### src/rtl/lf_pkg.sv
// Package: default widths shared by the loop-filter modules and the bench.
// Assumes FRAC_BITS is at least the largest gain shift (2**SHIFT_W - 1).
package lf_pkg;
    localparam int LF_PH_W     = 16;  // phase error width
    localparam int LF_NSTAGE   = 4;   // number of low-pass sections
    localparam int LF_LSH_W    = 3;   // per-section shift field width
    localparam int LF_SHIFT_W  = 4;   // gear and integral shift width
    localparam int LF_FRAC     = 16;  // fraction bits of the gain paths
    localparam int LF_ACC_W    = 40;  // width of proportional and integral terms
    localparam int LF_NORM_W   = 12;  // normalization factor width
    localparam int LF_NORM_FR  = 8;   // fraction bits of the normalization factor
    localparam int LF_OUT_W    = 16;  // tuning word width
endpackage

### src/rtl/lf_iir_stage.sv
// One single-pole low-pass section: y += (x - y) >>> sh, or y = x when bypassed.
// The coefficient is 2^-sh, so the section needs one subtract, one shift and one add.
// Assumes the result stays between y and x, so it fits in W bits.
module lf_iir_stage #(
    parameter int W    = 16,
    parameter int SH_W = 3
) (
    input  logic                clk,
    input  logic                rst_n,
    input  logic signed [W-1:0] x,
    input  logic [SH_W-1:0]     sh,
    input  logic                byp,
    output logic signed [W-1:0] y
);
    logic signed [W:0] diff;
    logic signed [W:0] step;

    // Difference and scaled step, one bit wider so no overflow occurs.
    always_comb begin
        diff = {x[W-1], x} - {y[W-1], y};
        step = diff >>> sh;
    end

    // Section state: cleared by reset, loaded or moved toward x.
    always_ff @(posedge clk) begin
        if (!rst_n)
            y <= '0;
        else if (byp)
            y <= x;
        else
            y <= W'({y[W-1], y} + step);
    end
endmodule

### src/rtl/lf_iir_chain.sv
// Cascade of N low-pass sections. Section i takes its shift from sh_vec[i*SH_W +: SH_W]
// and its bypass from byp_vec[i]. The output is the last section's state.
module lf_iir_chain #(
    parameter int W    = 16,
    parameter int N    = 4,
    parameter int SH_W = 3
) (
    input  logic                clk,
    input  logic                rst_n,
    input  logic signed [W-1:0] x,
    input  logic [N*SH_W-1:0]   sh_vec,
    input  logic [N-1:0]        byp_vec,
    output logic signed [W-1:0] y
);
    logic signed [W-1:0] tap [0:N];

    // The chain input feeds the first tap.
    always_comb tap[0] = x;

    for (genvar i = 0; i < N; i++) begin : g_stage
        lf_iir_stage #(.W(W), .SH_W(SH_W)) u_stage (
            .clk  (clk),
            .rst_n(rst_n),
            .x    (tap[i]),
            .sh   (sh_vec[i*SH_W +: SH_W]),
            .byp  (byp_vec[i]),
            .y    (tap[i+1])
        );
    end

    // The last tap drives the filtered output.
    always_comb y = tap[N];
endmodule

### src/rtl/lf_gear_shift.sv
// Proportional path with hitless gain changes.
// prop = F * 2^(FRAC-gear) + offset. On a strobe, the new offset keeps prop unchanged
// for the current F, which is the gain-scaled form of adding (a_old/a_new - 1)*F.
// Assumes FRAC >= 2**SH_W - 1.
module lf_gear_shift #(
    parameter int PH_W  = 16,
    parameter int SH_W  = 4,
    parameter int FRAC  = 16,
    parameter int ACC_W = 40
) (
    input  logic                    clk,
    input  logic                    rst_n,
    input  logic signed [PH_W-1:0]  phi_f,
    input  logic                    gear_load,
    input  logic [SH_W-1:0]         gear_sh,
    output logic signed [ACC_W-1:0] prop
);
    logic [SH_W-1:0]         gear_q;
    logic signed [ACC_W-1:0] off_q;
    logic signed [ACC_W-1:0] scaled_new;

    // Sign-extend the error and scale it by 2^(FRAC - sh).
    function automatic logic signed [ACC_W-1:0] scale(input logic signed [PH_W-1:0] v,
                                                      input logic [SH_W-1:0] sh);
        logic signed [ACC_W-1:0] ext;
        ext = ACC_W'(v);
        return ext <<< (FRAC - int'(sh));
    endfunction

    // Proportional term at the active gear, and the same error at the requested gear.
    always_comb begin
        prop       = scale(phi_f, gear_q) + off_q;
        scaled_new = scale(phi_f, gear_sh);
    end

    // Gear and offset registers, changed only on the strobe.
    always_ff @(posedge clk) begin
        if (!rst_n) begin
            gear_q <= '0;
            off_q  <= '0;
        end else if (gear_load) begin
            gear_q <= gear_sh;
            off_q  <= prop - scaled_new;
        end
    end
endmodule

### src/rtl/lf_integrator.sv
// Integral path: acc += F * 2^(FRAC - rho_sh), saturating at +/-(2^(ACC_W-1) - 1).
// Assumes FRAC >= 2**SH_W - 1.
module lf_integrator #(
    parameter int PH_W  = 16,
    parameter int SH_W  = 4,
    parameter int FRAC  = 16,
    parameter int ACC_W = 40
) (
    input  logic                    clk,
    input  logic                    rst_n,
    input  logic signed [PH_W-1:0]  phi_f,
    input  logic [SH_W-1:0]         rho_sh,
    output logic signed [ACC_W-1:0] integ
);
    localparam logic signed [ACC_W:0] IMAX = {2'b00, {(ACC_W-1){1'b1}}};
    localparam logic signed [ACC_W:0] IMIN = {2'b11, {(ACC_W-2){1'b0}}, 1'b1};

    logic signed [ACC_W-1:0] ext;
    logic signed [ACC_W-1:0] inc;
    logic signed [ACC_W:0]   sum;

    // Scaled increment and a sum one bit wider, used for the saturation test.
    always_comb begin
        ext = ACC_W'(phi_f);
        inc = ext <<< (FRAC - int'(rho_sh));
        sum = {integ[ACC_W-1], integ} + {inc[ACC_W-1], inc};
    end

    // Saturating accumulator register.
    always_ff @(posedge clk) begin
        if (!rst_n)
            integ <= '0;
        else if (sum > IMAX)
            integ <= IMAX[ACC_W-1:0];
        else if (sum < IMIN)
            integ <= IMIN[ACC_W-1:0];
        else
            integ <= sum[ACC_W-1:0];
    end
endmodule

### src/rtl/pll_loop_filter.sv
// Type-II loop filter: four-section low-pass prefilter, a gear-shifted proportional path,
// an integral path, and normalization with saturation to the tuning word.
// Assumes FRAC >= 2**SHIFT_W - 1. The output is registered, one edge after the filtered error.
module pll_loop_filter
    import lf_pkg::*;
#(
    parameter int PH_W    = LF_PH_W,
    parameter int NSTAGE  = LF_NSTAGE,
    parameter int LSH_W   = LF_LSH_W,
    parameter int SHIFT_W = LF_SHIFT_W,
    parameter int FRAC    = LF_FRAC,
    parameter int ACC_W   = LF_ACC_W,
    parameter int NORM_W  = LF_NORM_W,
    parameter int NORM_FR = LF_NORM_FR,
    parameter int OUT_W   = LF_OUT_W
) (
    input  logic                       clk,
    input  logic                       rst_n,
    input  logic signed [PH_W-1:0]     phase_err,
    input  logic [NSTAGE*LSH_W-1:0]    lam_sh,
    input  logic [NSTAGE-1:0]          stage_bypass,
    input  logic [SHIFT_W-1:0]         rho_sh,
    input  logic                       gear_load,
    input  logic [SHIFT_W-1:0]         gear_sh,
    input  logic [NORM_W-1:0]          norm_k,
    output logic signed [OUT_W-1:0]    tune_word
);
    localparam int PW = ACC_W + NORM_W + 2;
    localparam int OSHIFT = FRAC + NORM_FR;
    localparam logic signed [PW-1:0] OMAX = {{(PW-OUT_W+1){1'b0}}, {(OUT_W-1){1'b1}}};
    localparam logic signed [PW-1:0] OMIN = {{(PW-OUT_W+1){1'b1}}, {(OUT_W-1){1'b0}}};

    logic signed [PH_W-1:0]   phi_f;
    logic signed [ACC_W-1:0]  prop;
    logic signed [ACC_W-1:0]  integ;
    logic signed [ACC_W:0]    total;
    logic signed [NORM_W:0]   norm_s;
    logic signed [PW-1:0]     prod;
    logic signed [PW-1:0]     shifted;

    lf_iir_chain #(.W(PH_W), .N(NSTAGE), .SH_W(LSH_W)) u_chain (
        .clk    (clk),
        .rst_n  (rst_n),
        .x      (phase_err),
        .sh_vec (lam_sh),
        .byp_vec(stage_bypass),
        .y      (phi_f)
    );

    lf_gear_shift #(.PH_W(PH_W), .SH_W(SHIFT_W), .FRAC(FRAC), .ACC_W(ACC_W)) u_gear (
        .clk      (clk),
        .rst_n    (rst_n),
        .phi_f    (phi_f),
        .gear_load(gear_load),
        .gear_sh  (gear_sh),
        .prop     (prop)
    );

    lf_integrator #(.PH_W(PH_W), .SH_W(SHIFT_W), .FRAC(FRAC), .ACC_W(ACC_W)) u_integ (
        .clk   (clk),
        .rst_n (rst_n),
        .phi_f (phi_f),
        .rho_sh(rho_sh),
        .integ (integ)
    );

    // Sum of the two paths, normalization product and removal of the fraction bits.
    always_comb begin
        total   = {prop[ACC_W-1], prop} + {integ[ACC_W-1], integ};
        norm_s  = {1'b0, norm_k};
        prod    = PW'(total) * PW'(norm_s);
        shifted = prod >>> OSHIFT;
    end

    // Registered, saturated tuning word.
    always_ff @(posedge clk) begin
        if (!rst_n)
            tune_word <= '0;
        else if (shifted > OMAX)
            tune_word <= OMAX[OUT_W-1:0];
        else if (shifted < OMIN)
            tune_word <= OMIN[OUT_W-1:0];
        else
            tune_word <= shifted[OUT_W-1:0];
    end
endmodule

### config.mk
export PLATFORM = sky130hd
export DESIGN_NAME = pll_loop_filter
export DESIGN_NICKNAME = d
export VERILOG_FILES = /design/src/rtl/lf_pkg.sv /design/src/rtl/lf_iir_stage.sv /design/src/rtl/lf_iir_chain.sv /design/src/rtl/lf_gear_shift.sv /design/src/rtl/lf_integrator.sv /design/src/rtl/pll_loop_filter.sv
export SDC_FILE = /design/constraint.sdc
export NUM_CORES = 2
export LEC_CHECK = 0
export BUFFER_PORTS_ARGS = -buffer_cell sky130_fd_sc_hd__buf_2
export CORE_MARGIN = 2
export CORE_UTILIZATION = 30
export CTS_CLUSTER_DIAMETER = 50
export DETAILED_ROUTE_END_ITERATION = 6
export PLACE_DENSITY_LB_ADDON = 0.15
export SETUP_SLACK_MARGIN = 0.4
export SYNTH_ARGS = -nofsm -noshare
export SYNTH_HDL_FRONTEND = slang
export SYNTH_SLANG_ARGS = --single-unit
### constraint.sdc
create_clock -name clk -period 19 [get_ports clk]
set_clock_uncertainty 0.2 [all_clocks]
set_input_delay 0.95 -clock clk [delete_from_list [all_inputs] [get_ports clk]]
set_output_delay 0.95 -clock clk [all_outputs]
set_load 0.01 [all_outputs]
Word-level counts from Yosys, hierarchy flattened
Cells that the tools add are included.
Word-level totals
  ROM bits: 0
  register bits after elaboration: 164
  logic and storage cells: 48
  RAM bits: 0
  latch bits: 0
  memories kept: 0
  output and inout bits: 16
  bits of input ports: 55
Operators by class
  mux-type cells: 8
  bitwise logic cells: 1
  order comparisons: 4
  reductions and logical operators: 2
  multipliers: 1
  $add $sub $neg: 15
  eq/ne operators: 0
  shifts and indexed selects: 7
  divide/modulo/power cells: 0
Operator list (number)
  $sshl 16x32->40: 3
  $add 40x40->41: 2
  $mux 16: 5
  $sshr 17x3->16: 4
  $sub 16x16->17: 4
  $add 16x16->16: 4
  $mul 41x13->54: 1
  $gt 41x40->1 const B: 1
  $lt 41x40->1 const B: 1
  $add 40x40->40: 1
  $mux 40: 1
  $sub 40x40->40: 1
  $mux 39: 1
  $gt 30x16->1 const B: 1
  $lt 30x16->1 const B: 1
  $sub 5x4->6 const A: 3
  $mux 15: 1
  $reduce_or 2->1: 2
  $not 1->1: 1

Longest topological paths before layout
  depth after elaboration: 8
  mapped depth: 62
  gate-level depth less buffers: 57

Hierarchy
From an unflattened synthesis, not the netlist that was laid out.
Unflattened totals
  cells, all modules: 5745
  area total of the unflattened synthesis: 44257.4 um^2
Modules (own cells, without submodules)
  pll_loop_filter: cells an instance 2322, instances 1, area each 19466.2 um^2
  lf_iir_stage at u_chain.g_stage[0].u_stage ...: cells an instance 373, instances 3, area each 2815.2 um^2
  lf_gear_shift: cells an instance 1132, instances 1, area each 8110.3 um^2
  lf_integrator: cells an instance 801, instances 1, area each 5408.9 um^2
  lf_iir_stage at u_chain.g_stage[3].u_stage: cells an instance 371, instances 1, area each 2826.5 um^2

Least setup slack after synthesis
OpenSTA, ideal clock, no wires.
  path kind: register to register
  start: register u_gear.gear_q[0]
  end: register tune_word[13]
  required time: 18729 ps
  arrival time: 13127 ps
  path slack: 5603 ps
  buffers on the path: 4
  cell stages (with the launch flop): 55
  library setup time: 71 ps
  cells stage by stage: dfxtp_1 > buf_1 > inv_1 > ha_1 > clkbuf_1 > buf_1 > mux2i_1 > a21oi_1 > mux2i_1 > nor2_1 > a21oi_1 > a21oi_1 > ha_1 > a21o_1 > a21o_1 > a21oi_1 > o21bai_1 > a21o_1 > [19 not listed] > fa_1 > inv_1 > fa_1 > inv_1 > ha_1 > a21o_1 > a21oi_1 > o21bai_1 > a21o_1 > a21oi_1 > nand2_1 > a31oi_1 > o21bai_1 > a21oi_1 > xnor2_1 > a311oi_1 > clkbuf_1 > o21bai_1
On the way
  cells in the longest elaborated chain, start to end: 8
Ends and longest elaborated chain
  start: declaration: RTL line lf_gear_shift.sv:18  | logic [SH_W-1:0] gear_q;
  start signal: assignment: RTL line lf_gear_shift.sv:42  | gear_q <= gear_sh;
  $sub 5x4->6 *: RTL line lf_gear_shift.sv:27  | return ext <<< (FRAC - int'(sh));
  $sshl 16x32->40 *: RTL line lf_gear_shift.sv:27
  $add 40x40->40 *: RTL line lf_gear_shift.sv:32  | prop = scale(phi_f, gear_q) + off_q;
  $add 40x40->41 *: RTL line pll_loop_filter.sv:69  | total = {prop[ACC_W-1], prop} + {integ[ACC_W-1], integ};
  $mul 41x13->54 *: RTL line pll_loop_filter.sv:71  | prod = PW'(total) * PW'(norm_s);
  $lt 30x16->1: RTL line pll_loop_filter.sv:81  | else if (shifted < OMIN)
  $mux 16: RTL line pll_loop_filter.sv:81
  $mux 15 *: RTL line pll_loop_filter.sv:79  | else if (shifted > OMAX)
  end signal: assignment: RTL line pll_loop_filter.sv:80  | tune_word <= OMAX[OUT_W-1:0];
  end signal: assignment: RTL line pll_loop_filter.sv:82  | tune_word <= OMIN[OUT_W-1:0];
  end signal: assignment: RTL line pll_loop_filter.sv:84  | tune_word <= shifted[OUT_W-1:0];
  end: declaration: RTL line pll_loop_filter.sv:26  | output logic signed [OUT_W-1:0] tune_word
Mark *: on every way between the ends. The rest lies on a longest branch, timed or not.
A chain may end at the register's enable or synchronous reset.

Worst setup path in the final report
  start: register u_gear.gear_q[0]
  end: register tune_word[10]
The elaborated chain is that of the path after synthesis.

==> impl_metrics.ini <==
[clocking]
path_clk_slew_ns = 0.08
cts_tree = yes
cts_setup_buffers = 0
ctsRootBufferMaster = clkbuf_16
cts.sink_count = 164
postCtsHoldBufs = 0
h-tree-depth = 4
cts_buffers = 17
clockBufferDepth = 2
ctsResizeCount = 0
clock_latency_ns = 0.54

[layout]
final_nets = 6391
mostFrequentLayoutCells = inv_1 (665), nand2_1 (609), nor2_1 (474)
syn2layout_area_growth_pct = 6.63
drive_gt1_frac = 0.0566
fin_util = 0.322
stdcell_count = 7404
final_common_cell = inv_1

[hold_path]
hold_class = reg -> reg

[drt]
ant_nets = 0
dr.pass1.iters = 5
wl_met2_um = 66900
vias = 38073
highest_layer = met5
drc = 0
wire_per_inst_um = 19.0
met1_length_um = 67200
via_per_inst = 5.14
wl_met3_um = 4820
wirelength_um = 140000
drtIter0Drc = 2429

[placement]
dp_hpwl_um = 113000
port_buffers = 70
place_congestion = 0.887
post-place-cells = 7371

[floorplanning]
dieArea_mm2 = 0.145
rows = 138
die_h_um = 381
initial_core_util = 0.302
fp.dieW_um = 381
core_region_area_mm2 = 0.141
pin_count = 71

[worst_setup_path]
path_max_fanout = 27
cp-end-kind = flip-flop
critPathMostFrequentCell = o21ai_0
crit_type = reg -> reg
cp.required_ns = 19.28
crit_path_max_incr_delay_ns = 0.92
slowest_stage = dfxtp_1
cp-start-kind = flip-flop
cp.arrival_ns = 16.63

[timing]
setup_viol = 0
hold_violations = 0
setup_tns_ns = 0
layout_min_cycle_time_ns = 16.35
post-route-period-util = 0.861
slew-limit-headroom = 0.118
rsz0062_at_grt = no
maxSlewViolCount = 0
worst_slew_pin_slew_ns = 1.29
fmax_ghz = 0.0611

[grt]
antenna_found_initial = 10
grtUsageTotal = 0.195
grt_pass1_wl_um = 223000
grt_overflow_total = 0
grt_max_degree = 58
first_global_vias = 38428

[synth]
synth_warnings = 0
synthCells = 5641
synth_top_area_cell = fa_1
synth_nets = 6532
synth-seq-cells = 164
netlist_area_mm2 = 0.0427
yosys.cell_types.count = 83
synth_seq_area_share = 0.0769
syn_area_per_cell_um2 = 7.57
synth_area_leaders = fa_1 (20%), ha_1 (12%), dfxtp_1 (7.7%)
synth_edf_count = 0
synth_top_area_frac = 0.205
synth-main-ff-cell = dfxtp_1
async_reset_ff_frac = 0

[status]
outcome = finished clean

[run]
drv_cap = 0
## cells in the mapped netlist, drive strengths merged, types with 93 or more instances
| master | instances |
|---|---|
| dfxtp | 164 |
| and2 | 206 |
| mux2i | 152 |
| nor3 | 93 |
| ha | 399 |
| fa | 437 |
| a21o | 147 |
| a21oi | 407 |
| nor2 | 474 |
| nand3 | 188 |
| clkbuf | 281 |
| nand2 | 609 |
| inv | 668 |
| o21ai | 241 |
| xnor2 | 200 |
## state kept, by name, indices dropped and copies added, names as in the netlist
| register | flops |
|---|---|
| u_gear.off_q | 40 |
| tune_word | 16 |
| u_chain.g_stage.u_stage.y | 64 |
| u_gear.gear_q | 4 |
| u_integ.integ | 40 |
## critical path, delay by kind of cell, from the launching register on
kind | cells | cell delay, ns
AND/OR/NAND/NOR | 3 | 0.22
AO/OA/AOI/OAI | 30 | 8.11
flip-flops | 1 | 0.92
adder cells (fa/ha/maj) | 9 | 4.82
buffers and inverters | 5 | 1.28
XOR/XNOR | 2 | 0.65
## per-layer routing
metal  global-route usage  vias to the layer above
met5                    0                        -
met1                0.266                    18550
met4               0.0286                       12
li1                     -                    18828
met3               0.0224                       74
met2                0.334                      609
## logic make-up (layout without fill, tap and decap cells)
logic type	Yosys count	in the layout	synth area share
other	0	2	0
XOR/XNOR	285	285	0.0585
AO/OA/AOI/OAI	1245	1245	0.186
AND/OR/NAND/NOR	1908	1908	0.212
buffers and inverters	975	846	0.0859
multiplexers	228	228	0.0591
adder cells (fa/ha/maj)	836	836	0.322
flip-flops	164	164	0.0769
## area by class of cell
class | count | area (um^2)
inverter | 668 | 2510
clock inverter | 13 | 176
fill | 15410 | 95900
antenna | 2 | 5.00
clock buffer | 18 | 439
tap | 1890 | 2360
timing repair buffer | 147 | 931
sequential | 164 | 3280
multi-input combinational | 4502 | 35800
## metrics by stage
step                      hold slack, ns  worst slack (ns)  instance area [um^2]
after global routing               0.313              1.21                 45500
after detailed placement           0.273              2.95                 44900
final                              0.280              2.65                 45500
after global placement             0.266              3.33                 44900
after CTS                          0.285              2.86                 45500
after floorplan                    0.245              5.60                 42700
## path summary, 6_finish.rpt
path | start | end | slack (ns) | cells past startpoint
setup / recovery | u_gear.gear_q[0] | tune_word[10] | 2.65 | 49
hold / removal | u_gear.off_q[23] | u_gear.off_q[23] | 0.28 | 2
setup reg to reg | u_gear.gear_q[0] | tune_word[10] | 2.65 | 49
hold reg to reg | u_gear.off_q[23] | u_gear.off_q[23] | 0.28 | 2
Power is left out: the tool's default activity adds up to more than one toggle a clock period on the data nets, which glitch-free logic cannot reach.
